$ cat src/rtl/dac_serial_pkg.sv
package dac_serial_pkg;
  localparam int FRAME_W = 32;
  localparam int ADDR_W  = 7;
  localparam int DATA_W  = 24;

  localparam logic [ADDR_W-1:0] A_CODE   = 7'h01;
  localparam logic [ADDR_W-1:0] A_CFG    = 7'h02;
  localparam logic [ADDR_W-1:0] A_PRESET = 7'h03;
  localparam logic [ADDR_W-1:0] A_TRIG   = 7'h04;
  localparam logic [ADDR_W-1:0] A_STAT   = 7'h05;

  localparam int TRG_RECAL = 8;
  localparam int TRG_SRST  = 6;
  localparam int TRG_SCLR  = 5;

  localparam logic [7:0] PRESET_RST = 8'h80;

  typedef struct packed {
    logic              rd;
    logic [ADDR_W-1:0] addr;
    logic [DATA_W-1:0] data;
  } frame_t;
endpackage

$ cat src/rtl/dac_bit_sync.sv
module dac_bit_sync #(
  parameter int   STAGES  = 2,
  parameter logic RST_VAL = 1'b0
) (
  input  logic clk,
  input  logic rst,
  input  logic d,
  output logic q
);
  logic [STAGES-1:0] ff;

  always_ff @(posedge clk) begin
    if (rst) ff <= {STAGES{RST_VAL}};
    else     ff <= {ff[STAGES-2:0], d};
  end

  assign q = ff[STAGES-1];
endmodule

$ cat src/rtl/dac_spi_rx.sv
module dac_spi_rx
  import dac_serial_pkg::*;
(
  input  logic               clk,
  input  logic               rst,
  input  logic               sclk_s,
  input  logic               sync_s,
  input  logic               sdi_s,
  input  logic [FRAME_W-1:0] tx_word,
  output frame_t             frame,
  output logic               sclk_fall,
  output logic               sync_fall,
  output logic               last_fall,
  output logic               frame_ok,
  output logic               sdo
);
  localparam int CNT_W = $clog2(FRAME_W + 2);
  localparam logic [CNT_W-1:0] CNT_LAST = CNT_W'(FRAME_W - 1);
  localparam logic [CNT_W-1:0] CNT_FULL = CNT_W'(FRAME_W);
  localparam logic [CNT_W-1:0] CNT_SAT  = CNT_W'(FRAME_W + 1);

  logic               sclk_q, sync_q;
  logic [CNT_W-1:0]   cnt;
  logic [FRAME_W-1:0] rx_sh, tx_sh;
  logic               sync_rise;

  assign sclk_fall = sclk_q & ~sclk_s;
  assign sync_fall = sync_q & ~sync_s;
  assign sync_rise = ~sync_q & sync_s;

  always_ff @(posedge clk) begin
    if (rst) begin
      sclk_q    <= 1'b0;
      sync_q    <= 1'b1;
      cnt       <= '0;
      rx_sh     <= '0;
      tx_sh     <= '0;
      last_fall <= 1'b0;
      frame_ok  <= 1'b0;
    end else begin
      sclk_q    <= sclk_s;
      sync_q    <= sync_s;
      last_fall <= 1'b0;
      frame_ok  <= 1'b0;
      if (sync_fall) begin
        cnt   <= '0;
        tx_sh <= tx_word;
      end else if (sclk_fall && !sync_s) begin
        rx_sh <= {rx_sh[FRAME_W-2:0], sdi_s};
        tx_sh <= {tx_sh[FRAME_W-2:0], 1'b0};
        if (cnt != CNT_SAT) cnt <= cnt + 1'b1;
        if (cnt == CNT_LAST) last_fall <= 1'b1;
      end
      if (sync_rise && cnt == CNT_FULL) frame_ok <= 1'b1;
    end
  end

  assign frame = frame_t'(rx_sh);
  assign sdo   = tx_sh[FRAME_W-1];
endmodule

$ cat src/rtl/dac_cal_stub.sv
module dac_cal_stub #(
  parameter int LAT = 16
) (
  input  logic clk,
  input  logic rst,
  input  logic abort,
  input  logic start,
  output logic busy,
  output logic done
);
  localparam int CW = $clog2(LAT + 1);
  localparam logic [CW-1:0] CNT_INIT = CW'(LAT - 1);

  logic [CW-1:0] cnt;

  always_ff @(posedge clk) begin
    if (rst || abort) begin
      busy <= 1'b0;
      done <= 1'b0;
      cnt  <= '0;
    end else begin
      done <= 1'b0;
      if (!busy && start) begin
        busy <= 1'b1;
        cnt  <= CNT_INIT;
      end else if (busy) begin
        if (cnt == '0) begin
          busy <= 1'b0;
          done <= 1'b1;
        end else begin
          cnt <= cnt - 1'b1;
        end
      end
    end
  end
endmodule

$ cat src/rtl/dac_reg_file.sv
module dac_reg_file
  import dac_serial_pkg::*;
#(
  parameter int CODE_W = 20
) (
  input  logic               clk,
  input  logic               rst,
  input  frame_t             frame,
  input  logic               last_fall,
  input  logic               frame_ok,
  input  logic               clr_act,
  input  logic               cal_done,
  output logic [CODE_W-1:0]  dac_code,
  output logic               rb_mode,
  output logic               alarm_en,
  output logic [7:0]         preset,
  output logic               alm,
  output logic               alarm_n,
  output logic               cal_start,
  output logic               sclr_go,
  output logic               srst_p,
  output logic               code_wr,
  output logic [FRAME_W-1:0] tx_word
);
  localparam int LJ_PAD   = CODE_W - 8;
  localparam int RD_PAD   = DATA_W - CODE_W;
  localparam logic [CODE_W-1:0] CODE_RST = {PRESET_RST, {LJ_PAD{1'b0}}};

  logic              wr, rd, trg_wr, recal;
  logic [CODE_W-1:0] preset_lj;
  logic [DATA_W-1:0] rdata;

  assign wr        = frame_ok & ~frame.rd;
  assign rd        = frame_ok & frame.rd;
  assign trg_wr    = wr && frame.addr == A_TRIG;
  assign srst_p    = trg_wr & frame.data[TRG_SRST];
  assign recal     = trg_wr & frame.data[TRG_RECAL];
  assign code_wr   = wr && frame.addr == A_CODE;
  assign sclr_go   = !frame.rd && frame.addr == A_TRIG && frame.data[TRG_SCLR]
                     && (rb_mode ? last_fall : frame_ok);
  assign preset_lj = {preset, {LJ_PAD{1'b0}}};

  always_comb begin
    rdata = '0;
    case (frame.addr)
      A_CODE:   rdata = {dac_code, {RD_PAD{1'b0}}};
      A_CFG:    rdata = {{(DATA_W-2){1'b0}}, alarm_en, rb_mode};
      A_PRESET: rdata = {preset, 16'h0000};
      A_STAT:   rdata = {{(DATA_W-1){1'b0}}, alm};
      default:  rdata = '0;
    endcase
  end

  always_ff @(posedge clk) begin
    if (rst || srst_p) dac_code <= CODE_RST;
    else if (clr_act)  dac_code <= preset_lj;
    else if (sclr_go)  dac_code <= preset_lj;
    else if (code_wr)  dac_code <= frame.data[DATA_W-1 -: CODE_W];
  end

  always_ff @(posedge clk) begin
    if (rst || srst_p) begin
      rb_mode  <= 1'b0;
      alarm_en <= 1'b0;
      preset   <= PRESET_RST;
    end else if (wr) begin
      if (frame.addr == A_CFG) begin
        rb_mode  <= frame.data[0];
        alarm_en <= frame.data[1];
      end
      if (frame.addr == A_PRESET) preset <= frame.data[23:16];
    end
  end

  always_ff @(posedge clk) begin
    if (rst || srst_p)                     alm <= 1'b0;
    else if (cal_done)                     alm <= 1'b1;
    else if (rd && frame.addr == A_STAT)   alm <= 1'b0;
  end

  always_ff @(posedge clk) begin
    if (rst) begin
      tx_word   <= '0;
      cal_start <= 1'b0;
      alarm_n   <= 1'b1;
    end else begin
      cal_start <= recal & ~srst_p;
      alarm_n   <= ~(alm & alarm_en);
      if (srst_p)        tx_word <= '0;
      else if (frame_ok) tx_word <= rd ? {1'b1, frame.addr, rdata} : '0;
    end
  end
endmodule

$ cat src/rtl/dac_serial_ctrl.sv
module dac_serial_ctrl
  import dac_serial_pkg::*;
#(
  parameter int CODE_W      = 20,
  parameter int CAL_LAT     = 16,
  parameter int SYNC_STAGES = 2
) (
  input  logic              clk,
  input  logic              rst,
  input  logic              sclk,
  input  logic              sync_n,
  input  logic              sdi,
  input  logic              clr_n,
  output logic              sdo,
  output logic              alarm_n,
  output logic [CODE_W-1:0] dac_code
);
  localparam int NSYNC = 4;
  localparam logic [NSYNC-1:0] SYNC_RST = 4'b1010;

  logic [NSYNC-1:0]   raw_in, syn_out;
  frame_t             frame;
  logic               sclk_fall, sync_fall, last_fall, frame_ok;
  logic [FRAME_W-1:0] tx_word;
  logic               rb_mode, alarm_en, alm, clr_act;
  logic [7:0]         preset;
  logic               cal_start, cal_busy, cal_done;
  logic               sclr_go, srst_p, code_wr;

  assign raw_in  = {clr_n, sdi, sync_n, sclk};
  assign clr_act = ~syn_out[3];

  for (genvar g = 0; g < NSYNC; g++) begin : g_sync
    dac_bit_sync #(.STAGES(SYNC_STAGES), .RST_VAL(SYNC_RST[g])) u_sync (
      .clk(clk), .rst(rst), .d(raw_in[g]), .q(syn_out[g])
    );
  end

  dac_spi_rx u_rx (
    .clk(clk), .rst(rst),
    .sclk_s(syn_out[0]), .sync_s(syn_out[1]), .sdi_s(syn_out[2]),
    .tx_word(tx_word), .frame(frame),
    .sclk_fall(sclk_fall), .sync_fall(sync_fall),
    .last_fall(last_fall), .frame_ok(frame_ok), .sdo(sdo)
  );

  dac_reg_file #(.CODE_W(CODE_W)) u_regs (
    .clk(clk), .rst(rst), .frame(frame), .last_fall(last_fall),
    .frame_ok(frame_ok), .clr_act(clr_act), .cal_done(cal_done),
    .dac_code(dac_code), .rb_mode(rb_mode), .alarm_en(alarm_en),
    .preset(preset), .alm(alm), .alarm_n(alarm_n), .cal_start(cal_start),
    .sclr_go(sclr_go), .srst_p(srst_p), .code_wr(code_wr), .tx_word(tx_word)
  );

  dac_cal_stub #(.LAT(CAL_LAT)) u_cal (
    .clk(clk), .rst(rst), .abort(srst_p), .start(cal_start),
    .busy(cal_busy), .done(cal_done)
  );
endmodule

$ cat config.mk
export PLATFORM = sky130hd
export DESIGN_NAME = dac_serial_ctrl
export DESIGN_NICKNAME = d
export VERILOG_FILES = /design/src/rtl/dac_serial_pkg.sv /design/src/rtl/dac_bit_sync.sv /design/src/rtl/dac_spi_rx.sv /design/src/rtl/dac_cal_stub.sv /design/src/rtl/dac_reg_file.sv /design/src/rtl/dac_serial_ctrl.sv
export SDC_FILE = /design/constraint.sdc
export NUM_CORES = 1
export LEC_CHECK = 0
export BUFFER_PORTS_ARGS = -buffer_cell sky130_fd_sc_hd__buf_2
export CAP_MARGIN = 5
export CORE_ASPECT_RATIO = 1.4
export CORE_MARGIN = 1
export CORE_UTILIZATION = 35
export CTS_BUF_LIST = sky130_fd_sc_hd__clkbuf_8
export DETAILED_ROUTE_END_ITERATION = 6
export MAX_ROUTING_LAYER = met4
export RECOVER_POWER = 25
export SETUP_SLACK_MARGIN = 0.3
export SYNTH_ARGS = -nofsm -noshare
export SYNTH_HDL_FRONTEND = slang
export SYNTH_SLANG_ARGS = --single-unit
$ cat constraint.sdc
create_clock -name clk -period 4.7 [get_ports clk]
set_input_delay 0.235 -clock clk [delete_from_list [all_inputs] [get_ports clk]]
set_output_delay 0.235 -clock clk [all_outputs]
set_load 0.03 [all_outputs]
Word level (Yosys, flattened, before mapping)
Cells that the tools add are included.
- bits in registers: 154
- input port bits: 6
- output and inout port bits: 22
- add/subtract/negate cells: 2
- equal/unequal tests: 10
- mux-type cells: 19
- bitwise gates (word level): 20
- reductions and logical operators: 29
- operators by type and width (cell ; count):
    32-bit two-way mux ; 3
    24-bit case mux with 4 select lines ; 1
    20-bit two-way mux ; 3
    7-bit by 2-bit == test with 1-bit output, second input constant ; 2
    7-bit by 3-bit == test with 1-bit output, second input constant ; 2
    4-bit two-way mux ; 3
    2-bit AND reduction ; 6
    1-bit NOT ; 11
    1-bit AND ; 9
    1-bit logical AND ; 9
    1-bit two-way mux ; 9
    3-bit OR reduction ; 3
    7-bit by 1-bit == test with 1-bit output, second input constant ; 1
    6-bit by 1-bit adder with 6-bit output, second input constant ; 1
    6-bit by 5-bit == test with 1-bit output, second input constant ; 1
    6-bit == test, second input constant ; 1
    6-bit inequality test, second input constant ; 1
    2-bit nonzero test ; 3
    2-bit OR reduction ; 3
    5-bit zero test ; 1
    5-bit by 1-bit subtractor with 5-bit output, second input constant ; 1
    1-bit zero test ; 3
    3-bit inequality test, second input constant ; 1
    2-bit by 1-bit inequality test with 1-bit output, second input constant ; 1
    1-bit logical OR ; 1

Depth between registers and ports, before layout
Gate-level depths: netlist of the first run.
- word-level depth: 6
- depth in mapped cells: 7
- depth with buffers taken out: 6

Modules after synthesis
Synthesis of the first run repeated with hierarchy kept, for this count alone.
- cells, all modules: 694
- area total of the unflattened synthesis: 6212.2 µm²
- by module, submodules not included (module ; times used ; cells each ; area an instance (µm²) ; sequential area each (µm²)):
    dac_spi_rx ; 1 ; 368 ; 3128.0 ; 1481.4
    dac_reg_file ; 1 ; 274 ; 2523.7 ; 1261.2
    dac_cal_stub ; 1 ; 35 ; 346.6 ; 140.1
    dac_bit_sync ; 4 ; 4 ; 52.6 ; 40.0
    dac_serial_ctrl ; 1 ; 1 ; 3.8 ; 0.0

Least setup slack after synthesis of the first run
OpenSTA, ideal clock, no wires.
- path type: register to register
- start: register u_rx.rx_sh[27], in the netlist u_rx.frame[27]
- end: register u_regs.tx_word[12]
- library setup time: 0.063 ns
- arrival: 1.623 ns
- path slack: 3.014 ns
- cell stages (with the launch flop): 7
- clock period less this slack: 1.686 ns
- path through: dfxtp_1 or4_1 buf_6 nor4_4 buf_6 a22oi_1 nor2_2
- longest elaborated chain between the ends: 4
- elaborated cells between the ends (all ways): 10
- RTL lines (item ; line ; source):
    start, declared ; dac_spi_rx.sv:24 ; logic [FRAME_W-1:0] rx_sh, tx_sh;
    start signal, assigned ; dac_spi_rx.sv:49 ; rx_sh <= {rx_sh[FRAME_W-2:0], sdi_s};
    parallel branches: the longest is 4 deep, another holds 32-bit two-way mux ; n/a ;
    end signal, assigned ; dac_reg_file.sv:90 ; else if (frame_ok) tx_word <= rd ? {1'b1, frame.addr, rdata} : '0;
    end, declared ; dac_reg_file.sv:23 ; output logic [FRAME_W-1:0] tx_word
Parallel ways; which one is timed is not known.
A chain may end at the register's enable or synchronous reset.

Final worst setup path of the first run
- start: input rst
- end: register u_rx.last_fall
- longest elaborated chain between the ends: 1
- RTL lines (item ; line ; source):
    start, declared ; dac_serial_ctrl.sv:9 ; input logic rst,
    3-bit OR reduction (no line) ; n/a ;
    end signal, assigned ; dac_spi_rx.sv:38 ; last_fall <= 1'b0;
    end signal, assigned ; dac_spi_rx.sv:43 ; last_fall <= 1'b0;
    end signal, assigned ; dac_spi_rx.sv:52 ; if (cnt == CNT_LAST) last_fall <= 1'b1;
    end, declared ; dac_spi_rx.sv:13 ; output logic last_fall,
Every way passes these cells.

==> impl_metrics.json, run 1 <==
{
  "die_x_um": 110,
  "critPathTopFamily": "buffers and inverters",
  "cp-start-kind": "input port",
  "dpl.cell_count": 811,
  "yosysTopAreaCellShare": 0.528,
  "clockBufferDepth": 2,
  "critPathMostFrequentCell": "clkbuf_1",
  "cts_tree": "built",
  "synth-edff-count": 0,
  "portBuffers": 27,
  "synthMuxAreaShare": 0.0367,
  "internal_power_uw": 1690,
  "num_rows": 55,
  "yosysTopAreaCell": "dfxtp_1",
  "antenna_left": 0,
  "rsz0062_at_grt": "no",
  "place.gp.congestion": 0.750,
  "drive_gt1_frac": 0.108,
  "arrival_ns": 3.30,
  "antenna_found_initial": 0,
  "post_cts_resized": 0,
  "hp-class": "reg -> reg",
  "end_kind": "flop",
  "numCtsBuffers": 17,
  "worstPathCellList": "clkbuf_1, clkbuf_1, or2_0, nor4bb_1",
  "diodes": 0,
  "grt_overflow_total": 0,
  "post-cts-setup-buffers": 0,
  "slew_headroom": -1.19,
  "syn_to_final_growth_pct": 9.99,
  "first_global_vias": 4365,
  "io_pins": 28,
  "path_clk_slew_ns": 0.08,
  "r2r-end": "u_regs.dac_code[6]",
  "cts.sinks": 152,
  "layout_common_cells": "dfxtp_1 (152), nand2_1 (114), nor2_1 (73)",
  "synthAdderAreaFrac": 0.0109,
  "grt_max_degree": 79,
  "cp.depth": 4,
  "async_reset_ff_frac": 0,
  "maxCapViolations": 1,
  "wl_um": 12500,
  "clock-root-buffer": "clkbuf_8",
  "synth_fp_nets": 638,
  "cpPeakStageDelay_ns": 2.34,
  "ys.flop_type": "dfxtp_1",
  "synthSimpleGateAreaFrac": 0.210,
  "synth.area.top_cells": "dfxtp_1 (53%), nand2_1 (7.4%), a21oi_1 (5.0%), a222oi_1 (5.0%), nor2_1 (4.8%)",
  "worstPathRequired_ns": 5.01,
  "final_area_sq_um": 6340,
  "whs_ns": 0.421,
  "r2r_cells": 4,
  "vias": 4475,
  "synth-compound-area-share": 0.157,
  "critPathCapture": "u_rx.last_fall",
  "clock.fmax_mhz": 335,
  "slew_viol_final": 79,
  "path_buf_inv": 2,
  "dr.first_iter.drc_count": 312,
  "finalSetupViolCount": 0,
  "tightest_slew_ns": 3.28,
  "synth_warnings": 0,
  "fin_tns_setup_ns": 0,
  "drtPass1Iterations": 6,
  "power_uw": 2270,
  "reg2reg_slack_ns": 2.04,
  "status": "finished with violations",
  "switching_power_uw": 577,
  "seq_area_frac_synth": 0.528,
  "worstSkewPairLatency_ns": 0.45,
  "die_h_um": 154,
  "p_seq_frac": 0.571,
  "power_density_nw_per_um2": 358,
  "synth_cells": 627,
  "htree_levels": 4,
  "core_sq_um": 16100,
  "initial_core_util": 0.358,
  "fin_worst_skew_ns": 0.0157,
  "fin_crit_ns": 2.99,
  "synth_cell_types": 47,
  "failed_checks": "max-capacitance violations, max-slew violations",
  "final_cells": 847,
  "grt_pass1_wl_um": 21100,
  "dp_hpwl_um": 7870,
  "startpoint": "rst",
  "dieArea_sq_um": 17000,
  "critical_path_class": "in -> reg",
  "synth_top_family_by_area": "simple AND/OR/NAND/NOR gates",
  "worst_path_max_delay_cell": "clkbuf_1",
  "power.share.switching": 0.254,
  "wl_per_cell_um": 14.8,
  "yosys_register_bits": 152,
  "cp_max_fo": 78,
  "combPwrFrac": 0.025,
  "synth.cell_area_sq_um": 5760,
  "ir_drop_v": 0.000204,
  "fin_crit_sh": 0.635,
  "drc": 0,
  "via_per_inst": 5.28,
  "fillerInstances": 1660,
  "hold_viol_final": 0,
  "r2r-start": "u_rx.frame[26]",
  "mostFrequentLayoutCell": "dfxtp_1",
  "nNetsFinal": 646,
  "dpl_cell_area_sq_um": 5970,
  "synth-xor-area-share": 0.0106,
  "clock_power_share": 0.403,
  "p_leak_uw": 0.00211,
  "grt_usage": 0.158,
  "syn_avg_cell_area_sq_um": 9.19
}
-- cells in the mapped netlist (7+ instances only) --
master	n
dfxtp_1	152
mux2_2	9
a222oi_1	29
a21oi_1	58
inv_1	9
nand2_1	114
nor3_1	7
a22oi_1	23
clkbuf_1	26
nor2_1	73
buf_2	16
nand3_1	12
nor2b_1	13
mux2i_1	11
-- through the flow --
step | setup slack (ns) | utilization
after global placement | 2.07 | 0.370
final | 1.71 | 0.394
after floorplan | 3.01 | -
after detailed placement | 2.02 | 0.370
after global routing | 1.34 | 0.394
after CTS | 2.00 | 0.396
-- flip-flops by register name (all words and copies together), names as in the netlist, 5 cells and up --
register / cells
u_rx.frame: 32
u_regs.preset: 8
u_cal.cnt: 5
u_rx.cnt: 6
g_sync.u_sync.ff: 8
u_regs.tx_word: 30
u_rx.tx_sh: 32
u_regs.dac_code: 20
-- worst min path at each step --
stage | slack, ns | end | start | cells past startpoint
3_5_place_dp | 0.40 | g_sync[3].u_sync.ff[1] | g_sync[3].u_sync.ff[0] | 1
4_1_cts | 0.42 | g_sync[3].u_sync.ff[1] | g_sync[3].u_sync.ff[0] | 1
5_1_grt | 0.44 | g_sync[3].u_sync.ff[1] | g_sync[3].u_sync.ff[0] | 1
3_3_place_gp | 0.40 | g_sync[3].u_sync.ff[1] | g_sync[3].u_sync.ff[0] | 1
6_report | 0.42 | g_sync[1].u_sync.ff[1] | g_sync[1].u_sync.ff[0] | 1
2_1_floorplan | 0.34 | g_sync[1].u_sync.ff[0] | sync_n | 1
-- repair_timing --
| action | CTS | global route |
|---|---|---|
| endpoints found under the hold margin | 4 | 0 |
| endpoints found under the setup margin | 0 | 0 |
| hold buffers | 4 | 0 |
-- power groups by stage --
stage               logic (uW)  registers (uW)  clock network, uW
CTS                       60.0            1300                949
detailed placement        57.5            1330                  0
global route              63.4            1300               1000
floorplan                 37.2            1330                  0
global placement          56.7            1330                  0
finish                    57.6            1300                916
-- worst reg2reg max path, stage by stage, from the launching register on --
cell      delay, ns
dfxtp_1        0.59
nor4b_2        0.40
a41o_2         0.97
nand2b_1       0.49
a21oi_1        0.09
-- metal layers --
metal,share of wire,track usage,wire length (um),up-vias
met1,0.43,0.176,5370,2154
met2,0.52,0.275,6500,94
met5,0,-,0,-
met4,0.013,0.0610,166,0
met3,0.038,0.0327,479,12
li1,-,-,-,2215
-- final cells by class --
| cell class | count | area, sq um | area share |
|---|---|---|---|
| inverters | 9 | 33.8 | 0.00533 |
| well taps | 199 | 249 | 0.0393 |
| multi-input cells | 419 | 2470 | 0.389 |
| clock buffers | 17 | 234 | 0.0369 |
| clock inverters | 15 | 130 | 0.0205 |
| flip-flops and latches | 152 | 3040 | 0.480 |
| repair buffers | 36 | 180 | 0.0284 |
-- cells by family after synthesis --
family / count (synthesis)
fa+ha+maj: 5
mux: 20
flops: 152
simple gates: 259
compound gates: 128
buf+inv: 56
xor+xnor: 7
Note: power is estimated with default switching activity, not from simulation.
==> run 2, diff against run 1 <==
clock period = 2.4 ns   (was 4.7 ns; I/O delays follow)
==> run 2 against run 1 <==
Net effect:
- the flow now finishes without violations
- sequential power increased by 95%
- flip-flop and latch count stayed put
- power up 100%
- hold slack lost 0.39 ns
- core utilization up 0.76 points
- via count grew 0.89%
- clock power rose by 110%
- critical endpoint is now u_rx.tx_sh[16]
- highest routed layer unchanged
==> impl_metrics.json, run 2 (synthesized netlist as in run 1, its figures left out) <==
{
  "fillerInstances": 1641,
  "clockBufferDepth": 2,
  "fin_tns_setup_ns": 0,
  "die_h_um": 154,
  "hp-class": "in -> reg",
  "core_sq_um": 16100,
  "fin_worst_skew_ns": 0.0115,
  "path_clk_slew_ns": 0.08,
  "grt_pass1_wl_um": 21300,
  "drc": 0,
  "rsz0062_at_grt": "no",
  "via_per_inst": 5.26,
  "clock-root-buffer": "clkbuf_8",
  "worstSkewPairLatency_ns": 0.44,
  "numCtsBuffers": 17,
  "clock.fmax_mhz": 476,
  "htree_levels": 4,
  "nNetsFinal": 657,
  "grt_usage": 0.157,
  "slew_headroom": 0.484,
  "fin_crit_ns": 2.10,
  "layout_common_cells": "dfxtp_1 (152), nand2_1 (114), nor2_1 (73)",
  "grt_max_degree": 64,
  "p_leak_uw": 0.00218,
  "cp-start-kind": "flop",
  "cts_tree": "built",
  "num_rows": 55,
  "finalSetupViolCount": 0,
  "drive_gt1_frac": 0.124,
  "slew_viol_final": 0,
  "wl_um": 12900,
  "mostFrequentLayoutCell": "dfxtp_1",
  "place.gp.congestion": 0.794,
  "maxCapViolations": 0,
  "fin_crit_sh": 0.875,
  "status": "finished, final reports clean",
  "first_global_vias": 4432,
  "dieArea_sq_um": 17000,
  "cts.sinks": 152,
  "postLayoutCoreUtil": 0.401,
  "grt_overflow_total": 0,
  "wl_per_cell_um": 15.0,
  "tightest_slew_ns": 0.774,
  "die_x_um": 110,
  "end_kind": "flop",
  "portBuffers": 27,
  "drtPass1Iterations": 5,
  "power_density_nw_per_um2": 715,
  "post-cts-setup-buffers": 0,
  "vias": 4515,
  "critical_path_class": "reg -> reg",
  "dp_hpwl_um": 8050,
  "arrival_ns": 2.47,
  "io_pins": 28,
  "antenna_found_initial": 0,
  "hold_viol_final": 0,
  "syn_to_final_growth_pct": 12.1,
  "initial_core_util": 0.358,
  "antenna_left": 0,
  "dr.first_iter.drc_count": 327,
  "ir_drop_v": 0.000306,
  "worstPathRequired_ns": 2.77,
  "cp_max_fo": 63,
  "diodes": 0
}
run 2: changes by cell type in the layout (fill, tap and decap cells not counted), sizes merged:
cell	delta
clkinv	-1
buf	+9
bufinv	+2
clkbuf	+1
clkinvlp	+2
dlygate4sd3	+1
inv	-3
run 2: timing repair:
action / CTS / global route
setup endpoints to repair: 0 / 4
endpoints found under the hold margin: 4 / 0
gates resized for setup: 0 / 1
hold buffers: 5 / 0
run 2: layout make-up:
type	count	area [sq um]	area share
Sequential cell	152	3040	0.471
Multi-Input combinational cell	419	2470	0.382
Timing Repair Buffer	47	264	0.0409
Tap cell	199	249	0.0385
Clock buffer	17	234	0.0362
Clock inverter	15	168	0.0260
Inverter	9	33.8	0.00523
run 2: where the power goes:
group          internal (uW)  total, uW  switching, uW
clock                    947       1960           1010
sequential              2530       2540           8.21
combinational           35.3        121           86.2
run 2: metal layers:
layer	global-route usage	wire, um	share of wire
met1	0.177	5810	0.45
met2	0.272	6360	0.49
met3	0.0355	474	0.037
met4	0.0559	229	0.018
met5	-	0	0
run 2: per-stage QoR:
step                      setup slack, ns  std cells  hold slack [ns]  power [uW]  cell area (sq um)
final                               0.299        858           0.0315        4620               6460
after global routing                0.170        858           0.0308        4790               6460
after CTS                           0.441        858          0.00623        4680               6500
after detailed placement            0.454        821            0.314        2720               6050
after global placement              0.491        821            0.305        2720               6050
after floorplan                     0.714        627            0.224        2680               5760
run 2: worst max-delay path, cell delays in order (launching register included):
cell,delay (ns)
dfxtp_1,0.36
or3b_2,0.54
nor2_4,0.09
clkbuf_4,0.60
a222oi_1,0.24
nor2_1,0.14
run 2: final timing paths:
path	start	to	slack, ns	depth (start not counted)
setup reg to reg	g_sync[1].u_sync.ff[1]	u_rx.tx_sh[16]	0.30	5
setup / recovery	g_sync[1].u_sync.ff[1]	u_rx.tx_sh[16]	0.30	5
hold / removal	rst	u_rx.frame[3]	0.03	2
hold reg to reg	g_sync[3].u_sync.ff[0]	g_sync[3].u_sync.ff[1]	0.42	1
==> run 3, diff against run 2 <==
BUFFER_PORTS_ARGS = unset   (was -buffer_cell sky130_fd_sc_hd__buf_2)
DONT_BUFFER_PORTS = 1   (was unset)
==> run 3 against run 2 <==
Net effect:
- clock skew fell by 0.0029 ns
- critical path type unchanged
- global-route usage rose by 0.31 points
- hold slack improved by 0.016 ns
- first-iteration DRC count rose by 15%
- sequential power barely moved
- die area did not move
- power rose by 6.9%
- final area fell by 0.14%
- worst setup slack improved by 0.060 ns
- core utilization fell by 0.054 points
==> impl_metrics.json, run 3 (synthesized netlist as in run 1, its figures left out) <==
{
  "numCtsBuffers": 17,
  "place_ws_ns": 0.406,
  "postLayoutCoreUtil": 0.401,
  "hold_start": "rst",
  "drc": 0,
  "fillerInstances": 1612,
  "p_seq_frac": 0.517,
  "fin_crit_sh": 0.850,
  "wl_per_cell_um": 15.5,
  "slew_viol_final": 0,
  "via_per_inst": 5.36,
  "initial_core_util": 0.358,
  "num_rows": 55,
  "fin_crit_ns": 2.04,
  "fin_tns_setup_ns": 0,
  "layout_setup_ws_ns": 0.359,
  "die_h_um": 154,
  "combPwrFrac": 0.021,
  "whs_ns": 0.0476,
  "reg2reg_slack_ns": 0.36,
  "rsz0062_at_grt": "yes",
  "wl_um": 12800,
  "diodes": 0,
  "clock_power_share": 0.461,
  "r2r_cells": 5,
  "drive_gt1_frac": 0.124,
  "ir_drop_v": 0.000449,
  "hp-class": "in -> reg",
  "internal_power_uw": 3870,
  "worstSkewPairLatency_ns": 0.44,
  "p_leak_uw": 0.00217,
  "arrival_ns": 2.41,
  "htree_levels": 4,
  "worstPathRequired_ns": 2.77,
  "mostFrequentLayoutCell": "dfxtp_1",
  "drtPass1Iterations": 6,
  "r2r-start": "g_sync[1].u_sync.ff[1]",
  "power_density_nw_per_um2": 765,
  "critical_path_class": "reg -> reg",
  "cp-start-kind": "flop",
  "hold_viol_final": 0,
  "clock-root-buffer": "clkbuf_8",
  "grt_overflow_total": 0,
  "r2r-end": "u_rx.tx_sh[30]",
  "first_global_vias": 4285,
  "io_pins": 28,
  "antenna_left": 0,
  "path_clk_slew_ns": 0.08,
  "place.gp.congestion": 0.782,
  "switching_power_uw": 1060,
  "cts_tree": "built",
  "cp_max_fo": 63,
  "fin_worst_skew_ns": 0.00865,
  "maxCapViolations": 0,
  "portBuffers": 0,
  "finalSetupViolCount": 0,
  "clockBufferDepth": 2,
  "nNetsFinal": 629,
  "grt_max_degree": 79,
  "end_kind": "flop",
  "dr.first_iter.drc_count": 377,
  "post-cts-setup-buffers": 0,
  "syn_to_final_growth_pct": 12.0,
  "core_sq_um": 16100,
  "antenna_found_initial": 0,
  "cts.sinks": 152,
  "status": "finished, final reports clean",
  "die_x_um": 110,
  "min_path_cells": 2,
  "dp_hpwl_um": 8060,
  "power.share.switching": 0.216,
  "dieArea_sq_um": 17000,
  "layout_common_cells": "dfxtp_1 (152), nand2_1 (114), nor2_1 (73)",
  "grt_pass1_wl_um": 21500,
  "slew_headroom": 0.295,
  "grt_usage": 0.160,
  "min_to": "u_rx.tx_sh[7]",
  "clock.fmax_mhz": 490,
  "vias": 4446,
  "tightest_slew_ns": 1.06
}
[run 3: cell types whose count changed in the layout (fill, tap and decap cells not counted), moves of 2 or more]
cell and change:
clkbuf_1 -22, buf_2 -5, bufinv_16 +3, buf_4 -2
clkbuf_8 +2, clkinv_4 -2
[run 3: worst max path at each step]
stage	startpoint	endpoint	slack, ns	depth (start not counted)
final	g_sync[1].u_sync.ff[1]	u_rx.tx_sh[30]	0.36	5
after global routing	g_sync[1].u_sync.ff[1]	u_rx.tx_sh[14]	0.20	5
after CTS	u_rx.frame[26]	u_regs.dac_code[2]	0.39	5
after detailed placement	u_rx.frame[26]	u_regs.dac_code[2]	0.41	5
after global placement	u_rx.frame[26]	u_regs.dac_code[8]	0.48	5
after floorplan	u_rx.frame[27]	u_regs.tx_word[12]	0.71	6
[run 3: layout make-up]
| cell class | instances | area (sq um) | share of cell area |
|---|---|---|---|
| inverter | 9 | 33.8 | 0.00524 |
| clock inverter | 13 | 213 | 0.0330 |
| sequential | 152 | 3040 | 0.472 |
| multi-input combinational | 419 | 2470 | 0.383 |
| tap | 199 | 249 | 0.0386 |
| clock buffer | 19 | 262 | 0.0405 |
| timing repair buffer | 19 | 179 | 0.0277 |
[run 3: worst max-delay path, cell delays in order (launching register included)]
cell	delay, ns
dfxtp_1	0.35
or3b_2	0.53
nor2_4	0.09
clkbuf_4	0.61
a222oi_1	0.24
nor2_1	0.14
[run 3: repair_timing]
item                       4_1_cts  5_1_grt
setup endpoints to repair        0       10
gates resized for setup          0        2
hold buffers                     5        0
hold endpoints to repair        84        0
[run 3: layer usage]
metal	global-route usage	wire length [um]	vias up
met3	0.0363	622	12
met1	0.183	5440	2155
met5	-	0	-
li1	-	-	2183
met2	0.276	6630	96
met4	0.0533	142	0
[run 3: stage by stage]
stage                     std cells  power, uW  area, sq um
final                           830       4940         6450
after detailed placement        793       2690         5920
after CTS                       830       4990         6460
after global routing            830       5110         6450
after global placement          793       2690         5920
after floorplan                 627       2680         5760
[run 3: power by group through the flow]
stage               Combinational (uW)  Sequential (uW)  Clock (uW)
floorplan                         72.9             2610           0
global placement                  75.2             2610           0
detailed placement                77.3             2610           0
CTS                                107             2550        2330
global route                       116             2560        2430
finish                             106             2550        2280
